[src/rtl/dir_pkg.sv]
package dir_pkg;

  typedef enum logic [2:0] {
    IN_RD   = 3'd0,
    IN_RDX  = 3'd1,
    IN_UPG  = 3'd2,
    IN_WB   = 3'd3,
    IN_ODAT = 3'd4,
    IN_ACK  = 3'd5
  } in_kind_e;

  typedef enum logic [2:0] {
    OUT_DATA = 3'd0,
    OUT_INV  = 3'd1,
    OUT_UPG  = 3'd2,
    OUT_FRD  = 3'd3,
    OUT_FRDX = 3'd4,
    OUT_NAK  = 3'd5
  } out_kind_e;

  // Stable states: uncached, shared, modified.
  // Waiting states: read waits owner data, rdx waits acks,
  // rdx waits owner data, upgrade waits acks.
  typedef enum logic [2:0] {
    DS_U   = 3'd0,
    DS_S   = 3'd1,
    DS_M   = 3'd2,
    DS_SWD = 3'd3,
    DS_MWA = 3'd4,
    DS_MWD = 3'd5,
    DS_MUA = 3'd6
  } dstate_e;

  function automatic logic is_waiting(input dstate_e s);
    return (s == DS_SWD) || (s == DS_MWA) || (s == DS_MWD) || (s == DS_MUA);
  endfunction

  function automatic logic is_request(input in_kind_e k);
    return (k == IN_RD) || (k == IN_RDX) || (k == IN_UPG) || (k == IN_WB);
  endfunction

endpackage

[src/rtl/dir_store.sv]
module dir_store
  import dir_pkg::*;
#(
  parameter int N_CACHES = 4,
  parameter int N_LINES  = 8,
  parameter int DATA_W   = 16,
  localparam int ID_W    = $clog2(N_CACHES),
  localparam int LINE_W  = $clog2(N_LINES),
  localparam int CNT_W   = $clog2(N_CACHES + 1)
) (
  input  logic                clk,
  input  logic                rst_n,
  input  logic [LINE_W-1:0]   line,
  output dstate_e             rd_state,
  output logic [N_CACHES-1:0] rd_sharers,
  output logic [ID_W-1:0]     rd_owner,
  output logic [ID_W-1:0]     rd_pend,
  output logic [CNT_W-1:0]    rd_cnt,
  output logic [DATA_W-1:0]   rd_mem,
  input  logic                dir_we,
  input  dstate_e             wr_state,
  input  logic [N_CACHES-1:0] wr_sharers,
  input  logic [ID_W-1:0]     wr_owner,
  input  logic [ID_W-1:0]     wr_pend,
  input  logic [CNT_W-1:0]    wr_cnt,
  input  logic                mem_we,
  input  logic [DATA_W-1:0]   wr_mem
);

  dstate_e             state_q   [N_LINES];
  logic [N_CACHES-1:0] sharers_q [N_LINES];
  logic [ID_W-1:0]     owner_q   [N_LINES];
  logic [ID_W-1:0]     pend_q    [N_LINES];
  logic [CNT_W-1:0]    cnt_q     [N_LINES];
  logic [DATA_W-1:0]   mem_q     [N_LINES];

  assign rd_state   = state_q[line];
  assign rd_sharers = sharers_q[line];
  assign rd_owner   = owner_q[line];
  assign rd_pend    = pend_q[line];
  assign rd_cnt     = cnt_q[line];
  assign rd_mem     = mem_q[line];

  for (genvar g = 0; g < N_LINES; g++) begin : g_line
    always_ff @(posedge clk) begin
      if (!rst_n) begin
        state_q[g]   <= DS_U;
        sharers_q[g] <= '0;
        owner_q[g]   <= '0;
        pend_q[g]    <= '0;
        cnt_q[g]     <= '0;
        mem_q[g]     <= '0;
      end else if (line == LINE_W'(g)) begin
        if (dir_we) begin
          state_q[g]   <= wr_state;
          sharers_q[g] <= wr_sharers;
          owner_q[g]   <= wr_owner;
          pend_q[g]    <= wr_pend;
          cnt_q[g]     <= wr_cnt;
        end
        if (mem_we) mem_q[g] <= wr_mem;
      end
    end

    // a modified line has exactly one holder, and it is the owner
    p_single_owner_r7: assert property (@(posedge clk) disable iff (!rst_n)
      (state_q[g] == DS_M) |-> ($onehot(sharers_q[g]) && sharers_q[g][owner_q[g]]));

    // a line waiting for acknowledgements always has some outstanding
    p_ack_pending_r10: assert property (@(posedge clk) disable iff (!rst_n)
      (state_q[g] == DS_MWA || state_q[g] == DS_MUA) |-> (cnt_q[g] != '0));

    // an uncached line has no holders
    p_uncached_empty_r1: assert property (@(posedge clk) disable iff (!rst_n)
      (state_q[g] == DS_U) |-> (sharers_q[g] == '0));
  end

endmodule

[src/rtl/dir_protocol.sv]
module dir_protocol
  import dir_pkg::*;
#(
  parameter int N_CACHES = 4,
  parameter int DATA_W   = 16,
  localparam int ID_W    = $clog2(N_CACHES),
  localparam int CNT_W   = $clog2(N_CACHES + 1)
) (
  input  logic                in_valid,
  input  in_kind_e            in_kind,
  input  logic [ID_W-1:0]     in_src,
  input  logic [DATA_W-1:0]   in_data,
  input  dstate_e             cur_state,
  input  logic [N_CACHES-1:0] cur_sharers,
  input  logic [ID_W-1:0]     cur_owner,
  input  logic [ID_W-1:0]     cur_pend,
  input  logic [CNT_W-1:0]    cur_cnt,
  input  logic [DATA_W-1:0]   cur_mem,
  output logic                dir_we,
  output dstate_e             nxt_state,
  output logic [N_CACHES-1:0] nxt_sharers,
  output logic [ID_W-1:0]     nxt_owner,
  output logic [ID_W-1:0]     nxt_pend,
  output logic [CNT_W-1:0]    nxt_cnt,
  output logic                mem_we,
  output logic [DATA_W-1:0]   mem_wdata,
  output logic                msg_valid,
  output out_kind_e           msg_kind,
  output logic [N_CACHES-1:0] msg_dest,
  output logic [DATA_W-1:0]   msg_data,
  output logic                ev_refuse,
  output logic                ev_complete
);

  function automatic logic [CNT_W-1:0] count_holders(input logic [N_CACHES-1:0] v);
    logic [CNT_W-1:0] n;
    n = '0;
    for (int i = 0; i < N_CACHES; i++) n = n + CNT_W'(v[i]);
    return n;
  endfunction

  function automatic logic [N_CACHES-1:0] id_mask(input logic [ID_W-1:0] id);
    return N_CACHES'(1) << id;
  endfunction

  logic [N_CACHES-1:0] src_bit, others;
  assign src_bit = id_mask(in_src);
  assign others  = cur_sharers & ~src_bit;

  always_comb begin
    dir_we      = 1'b0;
    nxt_state   = cur_state;
    nxt_sharers = cur_sharers;
    nxt_owner   = cur_owner;
    nxt_pend    = cur_pend;
    nxt_cnt     = cur_cnt;
    mem_we      = 1'b0;
    mem_wdata   = in_data;
    msg_valid   = 1'b0;
    msg_kind    = OUT_DATA;
    msg_dest    = '0;
    msg_data    = '0;
    ev_refuse   = 1'b0;
    ev_complete = 1'b0;

    if (in_valid && is_request(in_kind) && is_waiting(cur_state)) begin
      ev_refuse = 1'b1;
      msg_valid = 1'b1;
      msg_kind  = OUT_NAK;
      msg_dest  = src_bit;
    end else if (in_valid) begin
      unique case (in_kind)
        IN_RD: begin
          dir_we    = 1'b1;
          msg_valid = 1'b1;
          if (cur_state == DS_M) begin
            msg_kind  = OUT_FRD;
            msg_dest  = id_mask(cur_owner);
            nxt_pend  = in_src;
            nxt_state = DS_SWD;
          end else begin
            msg_dest    = src_bit;
            msg_data    = cur_mem;
            nxt_sharers = cur_sharers | src_bit;
            nxt_state   = DS_S;
          end
        end
        IN_RDX: begin
          dir_we    = 1'b1;
          msg_valid = 1'b1;
          if (cur_state == DS_M) begin
            msg_kind  = OUT_FRDX;
            msg_dest  = id_mask(cur_owner);
            nxt_pend  = in_src;
            nxt_state = DS_MWD;
          end else if (cur_state == DS_S && others != '0) begin
            msg_kind  = OUT_INV;
            msg_dest  = others;
            nxt_cnt   = count_holders(others);
            nxt_pend  = in_src;
            nxt_state = DS_MWA;
          end else begin
            msg_dest    = src_bit;
            msg_data    = cur_mem;
            nxt_sharers = src_bit;
            nxt_owner   = in_src;
            nxt_state   = DS_M;
          end
        end
        IN_UPG: begin
          msg_valid = 1'b1;
          msg_dest  = src_bit;
          if (cur_state != DS_S) begin
            msg_kind = OUT_NAK;
          end else if (others != '0) begin
            dir_we    = 1'b1;
            msg_kind  = OUT_UPG;
            msg_dest  = others;
            nxt_cnt   = count_holders(others);
            nxt_pend  = in_src;
            nxt_state = DS_MUA;
          end else begin
            dir_we      = 1'b1;
            msg_data    = cur_mem;
            nxt_sharers = src_bit;
            nxt_owner   = in_src;
            nxt_state   = DS_M;
          end
        end
        IN_WB: begin
          if (cur_state == DS_M && cur_owner == in_src) begin
            dir_we      = 1'b1;
            mem_we      = 1'b1;
            nxt_sharers = '0;
            nxt_state   = DS_U;
          end
        end
        IN_ODAT: begin
          if (cur_owner == in_src && (cur_state == DS_SWD || cur_state == DS_MWD)) begin
            dir_we      = 1'b1;
            ev_complete = 1'b1;
            msg_valid   = 1'b1;
            msg_dest    = id_mask(cur_pend);
            msg_data    = in_data;
            if (cur_state == DS_SWD) begin
              mem_we      = 1'b1;
              nxt_sharers = id_mask(cur_owner) | id_mask(cur_pend);
              nxt_state   = DS_S;
            end else begin
              nxt_sharers = id_mask(cur_pend);
              nxt_owner   = cur_pend;
              nxt_state   = DS_M;
            end
          end
        end
        IN_ACK: begin
          if (cur_state == DS_MWA || cur_state == DS_MUA) begin
            dir_we  = 1'b1;
            nxt_cnt = cur_cnt - CNT_W'(1);
            if (cur_cnt == CNT_W'(1)) begin
              ev_complete = 1'b1;
              msg_valid   = 1'b1;
              msg_dest    = id_mask(cur_pend);
              msg_data    = cur_mem;
              nxt_sharers = id_mask(cur_pend);
              nxt_owner   = cur_pend;
              nxt_state   = DS_M;
            end
          end
        end
        default: ;
      endcase
    end
  end

endmodule

[src/rtl/dir_msg_reg.sv]
module dir_msg_reg
  import dir_pkg::*;
#(
  parameter int N_CACHES = 4,
  parameter int N_LINES  = 8,
  parameter int DATA_W   = 16,
  localparam int LINE_W  = $clog2(N_LINES)
) (
  input  logic                clk,
  input  logic                rst_n,
  input  logic                msg_valid,
  input  out_kind_e           msg_kind,
  input  logic [N_CACHES-1:0] msg_dest,
  input  logic [LINE_W-1:0]   msg_line,
  input  logic [DATA_W-1:0]   msg_data,
  output logic                q_valid,
  output out_kind_e           q_kind,
  output logic [N_CACHES-1:0] q_dest,
  output logic [LINE_W-1:0]   q_line,
  output logic [DATA_W-1:0]   q_data
);

  always_ff @(posedge clk) begin
    if (!rst_n) begin
      q_valid <= 1'b0;
      q_kind  <= OUT_DATA;
      q_dest  <= '0;
      q_line  <= '0;
      q_data  <= '0;
    end else begin
      q_valid <= msg_valid;
      q_kind  <= msg_kind;
      q_dest  <= msg_valid ? msg_dest : '0;
      q_line  <= msg_line;
      q_data  <= msg_valid ? msg_data : '0;
    end
  end

endmodule

[src/rtl/home_directory.sv]
module home_directory
  import dir_pkg::*;
#(
  parameter int N_CACHES = 4,
  parameter int N_LINES  = 8,
  parameter int DATA_W   = 16,
  localparam int ID_W    = $clog2(N_CACHES),
  localparam int LINE_W  = $clog2(N_LINES),
  localparam int CNT_W   = $clog2(N_CACHES + 1)
) (
  input  logic                clk,
  input  logic                rst_n,
  input  logic                in_valid,
  input  logic [2:0]          in_kind,
  input  logic [ID_W-1:0]     in_src,
  input  logic [LINE_W-1:0]   in_line,
  input  logic [DATA_W-1:0]   in_data,
  output logic                out_valid,
  output logic [2:0]          out_kind,
  output logic [N_CACHES-1:0] out_dest,
  output logic [LINE_W-1:0]   out_line,
  output logic [DATA_W-1:0]   out_data
);

  in_kind_e            kind_in;
  dstate_e             cur_state, nxt_state;
  logic [N_CACHES-1:0] cur_sharers, nxt_sharers;
  logic [ID_W-1:0]     cur_owner, nxt_owner, cur_pend, nxt_pend;
  logic [CNT_W-1:0]    cur_cnt, nxt_cnt;
  logic [DATA_W-1:0]   cur_mem, mem_wdata;
  logic                dir_we, mem_we;
  logic                msg_valid;
  out_kind_e           msg_kind, q_kind;
  logic [N_CACHES-1:0] msg_dest;
  logic [DATA_W-1:0]   msg_data;
  logic                ev_refuse, ev_complete;
  logic                req_on_waiting;

  assign kind_in        = in_kind_e'(in_kind);
  assign req_on_waiting = in_valid && is_request(kind_in) && is_waiting(cur_state);

  dir_store #(.N_CACHES(N_CACHES), .N_LINES(N_LINES), .DATA_W(DATA_W)) u_store (
    .clk(clk), .rst_n(rst_n), .line(in_line),
    .rd_state(cur_state), .rd_sharers(cur_sharers), .rd_owner(cur_owner),
    .rd_pend(cur_pend), .rd_cnt(cur_cnt), .rd_mem(cur_mem),
    .dir_we(dir_we), .wr_state(nxt_state), .wr_sharers(nxt_sharers),
    .wr_owner(nxt_owner), .wr_pend(nxt_pend), .wr_cnt(nxt_cnt),
    .mem_we(mem_we), .wr_mem(mem_wdata)
  );

  dir_protocol #(.N_CACHES(N_CACHES), .DATA_W(DATA_W)) u_proto (
    .in_valid(in_valid), .in_kind(kind_in), .in_src(in_src), .in_data(in_data),
    .cur_state(cur_state), .cur_sharers(cur_sharers), .cur_owner(cur_owner),
    .cur_pend(cur_pend), .cur_cnt(cur_cnt), .cur_mem(cur_mem),
    .dir_we(dir_we), .nxt_state(nxt_state), .nxt_sharers(nxt_sharers),
    .nxt_owner(nxt_owner), .nxt_pend(nxt_pend), .nxt_cnt(nxt_cnt),
    .mem_we(mem_we), .mem_wdata(mem_wdata),
    .msg_valid(msg_valid), .msg_kind(msg_kind), .msg_dest(msg_dest),
    .msg_data(msg_data), .ev_refuse(ev_refuse), .ev_complete(ev_complete)
  );

  dir_msg_reg #(.N_CACHES(N_CACHES), .N_LINES(N_LINES), .DATA_W(DATA_W)) u_out (
    .clk(clk), .rst_n(rst_n),
    .msg_valid(msg_valid), .msg_kind(msg_kind), .msg_dest(msg_dest),
    .msg_line(in_line), .msg_data(msg_data),
    .q_valid(out_valid), .q_kind(q_kind), .q_dest(out_dest),
    .q_line(out_line), .q_data(out_data)
  );

  assign out_kind = q_kind;

  // nothing leaves without an incoming message one cycle earlier
  p_one_cycle_r11: assert property (@(posedge clk) disable iff (!rst_n)
    out_valid |-> $past(in_valid));

  // a request to a waiting line is refused on the next cycle
  p_refuse_waiting_r9: assert property (@(posedge clk) disable iff (!rst_n)
    $past(req_on_waiting) |-> (out_valid && q_kind == OUT_NAK && out_dest[$past(in_src)]));

  // the refusal event never coincides with a state update
  p_refuse_no_write_r9: assert property (@(posedge clk) disable iff (!rst_n)
    ev_refuse |-> (!dir_we && !mem_we));

  // point-to-point replies name exactly one cache
  p_unicast_r2: assert property (@(posedge clk) disable iff (!rst_n)
    (out_valid && q_kind != OUT_INV && q_kind != OUT_UPG) |-> $onehot(out_dest));

  // invalidations and upgrade notices skip the requester and reach someone
  p_multicast_r10: assert property (@(posedge clk) disable iff (!rst_n)
    (out_valid && (q_kind == OUT_INV || q_kind == OUT_UPG))
      |-> (out_dest != '0 && !out_dest[$past(in_src)]));

  // a completion always produces a DATA reply one cycle later
  p_complete_data_r10: assert property (@(posedge clk) disable iff (!rst_n)
    ev_complete |=> (out_valid && q_kind == OUT_DATA));

  // payload is zero on every non-DATA message
  p_payload_r11: assert property (@(posedge clk) disable iff (!rst_n)
    (out_valid && q_kind != OUT_DATA) |-> (out_data == '0));

endmodule

[config.mk]
export PLATFORM = sky130hd
export DESIGN_NAME = home_directory
export DESIGN_NICKNAME = d
export VERILOG_FILES = /design/src/rtl/dir_pkg.sv /design/src/rtl/dir_store.sv /design/src/rtl/dir_protocol.sv /design/src/rtl/dir_msg_reg.sv /design/src/rtl/home_directory.sv
export SDC_FILE = /design/constraint.sdc
export NUM_CORES = 1
export LEC_CHECK = 0
export BUFFER_PORTS_ARGS = -buffer_cell sky130_fd_sc_hd__buf_2
export CORE_MARGIN = 2
export CORE_UTILIZATION = 45
export CTS_BUF_LIST = sky130_fd_sc_hd__clkbuf_16
export DETAILED_ROUTE_END_ITERATION = 6
export GPL_ROUTABILITY_DRIVEN = 1
export GPL_TIMING_DRIVEN = 0
export PLACE_DENSITY_LB_ADDON = 0.12
export SLEW_MARGIN = 30
export SYNTH_ARGS = -nofsm -noshare
export SYNTH_HDL_FRONTEND = slang
export SYNTH_SLANG_ARGS = --single-unit
[constraint.sdc]
create_clock -name clk -period 8.95 [get_ports clk]
set_clock_uncertainty 0.2 [all_clocks]
set_input_delay 1.79 -clock clk [delete_from_list [all_inputs] [get_ports clk]]
set_output_delay 1.79 -clock clk [all_outputs]
set_load 0.01 [all_outputs]
# Word level (Yosys, flattened, before mapping)
# Memories as Yosys holds them, arrays and structs flattened.
# Cells that the tools add are included.
[totals]
reg_bits = 27
ram_bits = 240
inputBits = 27
output_inout_bits = 27
wordCells = 313
memories = 6
[memory_table]
columns = ["name", "depth", "word_bits", "read_ports", "rd_ports_with_merged_regs", "wr", "line_no", "rtl"]
rows = [
  ["u_store.mem_q", 8, 16, 1, 0, 8, "dir_store.sv:35", "logic [DATA_W-1:0] mem_q [N_LINES];"],
  ["u_store.sharers_q", 8, 4, 1, 0, 8, "dir_store.sv:31", "logic [N_CACHES-1:0] sharers_q [N_LINES];"],
  ["u_store.cnt_q", 8, 3, 1, 0, 8, "dir_store.sv:34", "logic [CNT_W-1:0] cnt_q [N_LINES];"],
  ["u_store.state_q", 8, 3, 1, 0, 8, "dir_store.sv:30", "dstate_e state_q [N_LINES];"],
  ["u_store.owner_q", 8, 2, 1, 0, 8, "dir_store.sv:32", "logic [ID_W-1:0] owner_q [N_LINES];"],
  ["u_store.pend_q", 8, 2, 1, 0, 8, "dir_store.sv:33", "logic [ID_W-1:0] pend_q [N_LINES];"],
]
[op_classes]
add_sub_neg = 4
n_eq_ne = 21
n_shift = 3
mux = 197
n_bitwise = 55
n_reduce_logical = 21
[op_table]
columns = ["cell", "count"]
rows = [
  ["16-bit 2-to-1 mux", 16],
  ["4-bit 2-to-1 mux", 30],
  ["3-bit 2-to-1 mux", 37],
  ["16-bit case mux with 5 select lines", 1],
  ["2-bit 2-to-1 mux", 37],
  ["1-bit 2-to-1 mux", 66],
  ["1-bit bitwise OR", 48],
  ["3-bit == test, second input constant", 9],
  ["4-bit case mux with 6 select lines", 1],
  ["4-bit case mux with 5 select lines", 1],
  ["3-bit by 2-bit == test with 1-bit output, second input constant", 6],
  ["3-bit case mux with 3 select lines", 2],
  ["3-bit case mux with 6 select lines", 1],
  ["3-bit by 1-bit == test with 1-bit output, second input constant", 4],
  ["1-bit by 2-bit left shift with 4-bit output, first input constant", 3],
  ["1-bit logical OR", 8],
  ["4-bit bitwise OR", 2],
  ["2-bit case mux with 4 select lines", 1],
  ["3-bit by 1-bit adder with 3-bit output", 2],
  ["3-bit logical NOT", 2],
  ["2-bit case mux with 3 select lines", 1],
  ["3-bit OR reduction", 2],
  ["1-bit logical AND", 5],
  ["1-bit case mux with 5 select lines", 1],
  ["13 further kinds", 15],
]

# Depth between registers and ports, before layout
# An unclocked memory read counts as a cell.
[depth]
ltp_word = 13
ltp_mapped = 19
ltp_nobuf = 14

# By module
# From an unflattened synthesis, not the netlist that was laid out.
[hier_totals]
cells_unflattened = 1138
hier_area_um2 = 13693.1
[by_module_without_submodules]
columns = ["mod", "instances", "cells_per_inst", "area_per_inst_um2", "seq_area_each_um2"]
rows = [
  ["dir_store", 1, 780, 10974.3, 7206.9],
  ["dir_protocol", 1, 300, 1969.4, 0.0],
  ["dir_msg_reg", 1, 58, 749.5, 540.5],
]

# Worst setup path after synthesis
# No wires, ideal clock.
[synth_path]
kind = "input -> register"
start = "input in_line[0]"
end = "memory u_store.owner_q[1][1] (netlist name), data pin"
arrival_ps = 5294
required_ps = 8496
setup_slack_ps = 3202
stages = 18
path_cell_list = "buf_6 buf_12 buf_8 buf_2 buf_2 mux4_2 nand2_1 nand2_1 nand2_1 ha_1 inv_1 a221oi_4 a21oi_2 nor3b_2 or4b_4 a222oi_1 buf_4 nor2_2"
[synth_rtl]
columns = ["item", "line_no", "rtl"]
rows = [
  ["from (decl)", "home_directory.sv:16", "input logic [LINE_W-1:0] in_line,"],
  ["to (decl)", "dir_store.sv:32", ""],
]

==> flow_summary.rst <==
.. list-table::
   :header-rows: 1

   * - Metric
     - Value
   * - Chip width
     - ~180 um
   * - Detailed Route Iter0 Violations
     - around 1200
   * - Multi-input gate area
     - ~5200 um2
   * - Max-cap violation count
     - 0
   * - Fmax
     - ~160 MHz
   * - Kind of launch point of the worst setup path
     - input pin
   * - Flop pwr share
     - a little under half
   * - Psw
     - between 700 and 800 uW
   * - Final hold violation count
     - 0
   * - Half-perimeter wire length after placement
     - about 25000 um
   * - Cell internal power dissipation
     - 2.20 mW
   * - Layout Nets
     - roughly 1200
   * - Cts-stage hold buffer count
     - 0
   * - Fraction of the cycle the final worst path needs
     - 69.1%
   * - Worst setup path endpoint
     - u_store.owner_q[6][1]
   * - Crit-path cells
     - buf_6, buf_12, buf_8, buf_2, mux4_2, mux2i_1, nor2_1, inv_1, ha_1, inv_1, a221oi_4, a21oi_2, nor3b_2, or4b_4, a222oi_1, buf_4, nor2_2
   * - Number of global-route vias before repair
     - between 8000 and 9000
   * - # diodes
     - 0
   * - Row Count
     - 62
   * - Post-synthesis instance area
     - approximately 13000 um2
   * - Commonest cells after routing, fill and taps aside
     - sky130_fd_sc_hd__edfxtp_1 (240), sky130_fd_sc_hd__nor2_1 (146), sky130_fd_sc_hd__and2_1 (142)
   * - Clock tree from TritonCTS
     - yes
   * - Setup repair after global routing missed its margin
     - false
   * - All-Layer GR Usage
     - 24.4%
   * - Setup total negative slack
     - 0 ns
   * - Average instance area after synthesis
     - approximately 12 um2
   * - Number of distinct library cells after synthesis
     - a little over 80
   * - Commonest non-fill, non-tap cell in the layout
     - sky130_fd_sc_hd__edfxtp_1
   * - Largest delay contributor family on the critical path
     - buffers and inverters
   * - Total count of max-transition violations in the final report
     - 0
   * - Cell with the largest stage delay on the worst path
     - sky130_fd_sc_hd__mux4_2
   * - Reg-to-Reg Start
     - u_store.sharers_q[3][1]
   * - Post-synthesis register bit count
     - around 270
   * - Boundary pin count
     - 54
   * - Clock power frac
     - roughly two fifths
   * - Reg clk slew, reported paths
     - ~0.070 ns
   * - Storage cell area
     - 7750 um2
   * - Worst min path class
     - reg2reg
   * - Port buffer count
     - 50
   * - Hold path startpoint
     - u_store.mem_q[7][2]
   * - Crit-path max cell delay
     - approximately 0.56 ns
   * - Top flip-flop cell by instance count after synthesis
     - sky130_fd_sc_hd__edfxtp_1
   * - Worst hold path cell count
     - 5
   * - Comb pwr share
     - between 10% and 20%
   * - Layout area overhead
     - 14.7%
   * - Maximum buffer depth of the clock tree
     - 3
   * - Number of cells produced by synthesis
     - about 1100
   * - Critical Path Sink Type
     - flop
   * - Final critical-path required period
     - 6.19 ns
   * - Postcts setup bufs
     - 0
   * - Crit path depth
     - 17
   * - Count of flip-flops with a built-in enable after synthesis
     - between 200 and 250
   * - R2R setup slack
     - 4.52 ns
   * - Initial antenna violation count
     - 0
   * - Warnings, synthesis
     - 0
   * - Total setup violations reported at the end of the flow
     - 0
   * - Final global-route overflow total
     - 0
   * - Result of the run
     - complete, no violations
   * - Number of clock buffers inserted by TritonCTS
     - 29
   * - Remaining number of nets flagged by the antenna check after routing
     - 0
   * - Fill count
     - around 2500
   * - Post_cts resized
     - 0
   * - Share of async-settable or async-resettable flops after synthesis
     - 0%
   * - Fraction of layout instances using a drive strength above 1
     - about a fifth
   * - Remaining design rule violation count
     - 0
   * - Sequential share of the synthesized area
     - between 50% and 60%
   * - Worst setup path startpoint
     - in_line[0]
   * - Most prevalent standard cell on the critical path
     - sky130_fd_sc_hd__inv_1
   * - Synthesized netlist net count
     - 1106
   * - Endpoint of the lowest-slack register-to-register path
     - u_store.owner_q[6][1]
   * - Post-detailed-routing wire length
     - between 30000 and 40000 um
   * - Clock latency of the later-clocked register in the worst-skew pair
     - between 0.5 and 0.6 ns
   * - Cell at the root of the clock tree
     - sky130_fd_sc_hd__clkbuf_16
   * - Endpoint required time on the critical path
     - a little over 9 ns
   * - H-tree depth reported by CTS
     - 1
   * - Length in cells of the worst reg-to-reg path
     - 13
   * - Routability Congestion
     - 0.923
   * - Clock Sinks
     - about 270
   * - Post-layout utilization of the core
     - 52.6%
   * - Die Y
     - around 180 um
   * - Average detailed-routed wire length per instance
     - around 24 um
   * - Worst EP arrival
     - around 6.3 ns
   * - First-pass GRT wire length
     - approximately 56000 um
   * - Buffers and inverters on the worst path
     - 7
   * - CP Max Fanout
     - 10
   * - Worst slew slack as a fraction of its limit
     - 30.9%
   * - Number of iterations in the first detailed-routing pass
     - 5
   * - Via count
     - between 9000 and 10000
   * - DR vias/cell
     - slightly below 6
   * - Tightest Pin Transition
     - ~1.0 ns
   * - Starting density of the core
     - a little under half
   * - Die Footprint
     - between 30000 and 40000 um2
   * - Worst IR drop on VDD
     - approximately 0.00014 V
   * - Sw Ratio
     - about a quarter
   * - Static leakage
     - 5.58 nW
   * - Area of the core region
     - around 29000 um2
   * - Crit path kind
     - in2reg
   * - Maximum number of pins on one net before global-route repair
     - 17
   * - Pwr per Cell Area
     - ~190 nW/um2
power groups by stage:
stage | clock [mW] | combinational, mW | sequential [mW]
floorplan | 0 | 0.210 | 1.43
global placement | 0 | 0.321 | 1.44
detailed placement | 0 | 0.334 | 1.43
CTS | 1.20 | 0.335 | 1.41
global route | 1.24 | 0.364 | 1.41
finish | 1.19 | 0.340 | 1.41
per-layer routing:
layer,up-vias,global-route usage (%),wire (um)
li1,4123,-,-
met1,4547,36.5,16900
met2,389,37.1,16400
met3,56,4.07,2810
met4,0,6.18,918
met5,-,0,0
synth_stat cells, types with 10 or more instances:
master | instances | area share (%)
sky130_fd_sc_hd__mux2i_1 | 27 | 2.0
sky130_fd_sc_hd__o21ai_0 | 27 | 1.0
sky130_fd_sc_hd__and2_1 | 142 | 6.7
sky130_fd_sc_hd__nand2b_1 | 11 | 0.52
sky130_fd_sc_hd__nor2_1 | 146 | 4.2
sky130_fd_sc_hd__a22oi_1 | 24 | 1.4
sky130_fd_sc_hd__nand3_1 | 10 | 0.38
sky130_fd_sc_hd__nor2b_1 | 11 | 0.52
sky130_fd_sc_hd__clkbuf_1 | 35 | 1.0
sky130_fd_sc_hd__a21oi_1 | 29 | 1.1
sky130_fd_sc_hd__nand2_1 | 93 | 2.6
sky130_fd_sc_hd__dfxtp_1 | 27 | 4.1
sky130_fd_sc_hd__nor3_1 | 15 | 0.57
sky130_fd_sc_hd__mux4_2 | 46 | 7.9
sky130_fd_sc_hd__buf_2 | 23 | 0.87
sky130_fd_sc_hd__edfxtp_1 | 240 | 55
metrics by stage:
stage	cell area [um2]	hold slack (ns)	power (mW)	setup WS, ns	std cells
detailed placement	14200	0.601	1.77	2.21	1516
CTS	15100	0.617	2.94	2.80	1568
floorplan	13200	0.551	1.64	3.20	1073
global route	15100	0.693	3.02	2.44	1568
global placement	13900	0.572	1.76	1.12	1507
finish	15100	0.615	2.94	2.76	1568
layout make-up:
cell class,count,area share (%)
sequential,267,51.2
multi-input combinational,723,34.2
clock buffer,30,4.96
tap,384,3.17
timing repair buffer,59,2.61
buffer,73,2.45
clock inverter,22,1.19
inverter,10,0.248
kinds of logic (layout without fill, tap and decap cells):
| family | count (synthesis) | after routing | share of synthesized area [%] |
|---|---|---|---|
| XOR/XNOR | 1 | 1 | 0.0664 |
| multiplexers | 78 | 78 | 10.3 |
| AO/OA/AOI/OAI | 159 | 159 | 8.84 |
| flip-flops | 267 | 267 | 58.7 |
| adder cells (fa/ha/maj) | 6 | 6 | 0.626 |
| buffers and inverters | 83 | 194 | 3.08 |
| AND/OR/NAND/NOR | 479 | 479 | 18.4 |
sequential cells by signal, summed over array words and instances, names as in the netlist:
register,flops
u_out.q_line,3
u_out.q_dest,4
u_store.mem_q,128
u_out.q_valid,1
u_store.owner_q,16
u_store.state_q,24
u_out.q_data,16
u_store.pend_q,16
u_store.cnt_q,24
u_store.sharers_q,32
u_out.q_kind,3
tightest hold or removal path: stages (launching register included):
cell and delay, ns:
sky130_fd_sc_hd__edfxtp_1 0.32, sky130_fd_sc_hd__mux4_2 0.22, sky130_fd_sc_hd__nand2_1 0.05, sky130_fd_sc_hd__nand2_1 0.05, sky130_fd_sc_hd__a22oi_1 0.06, sky130_fd_sc_hd__nor2_1 0.08
how the worst min path moves through the flow:
stage	end	slack [ns]
3_5_place_dp	u_out.q_data[2]	0.60
2_1_floorplan	u_out.q_data[0]	0.55
3_3_place_gp	u_out.q_data[13]	0.57
4_1_cts	u_out.q_data[13]	0.62
5_1_grt	u_out.q_data[14]	0.69
6_report	u_out.q_data[2]	0.61
Note: power is estimated with default switching activity, not from simulation.
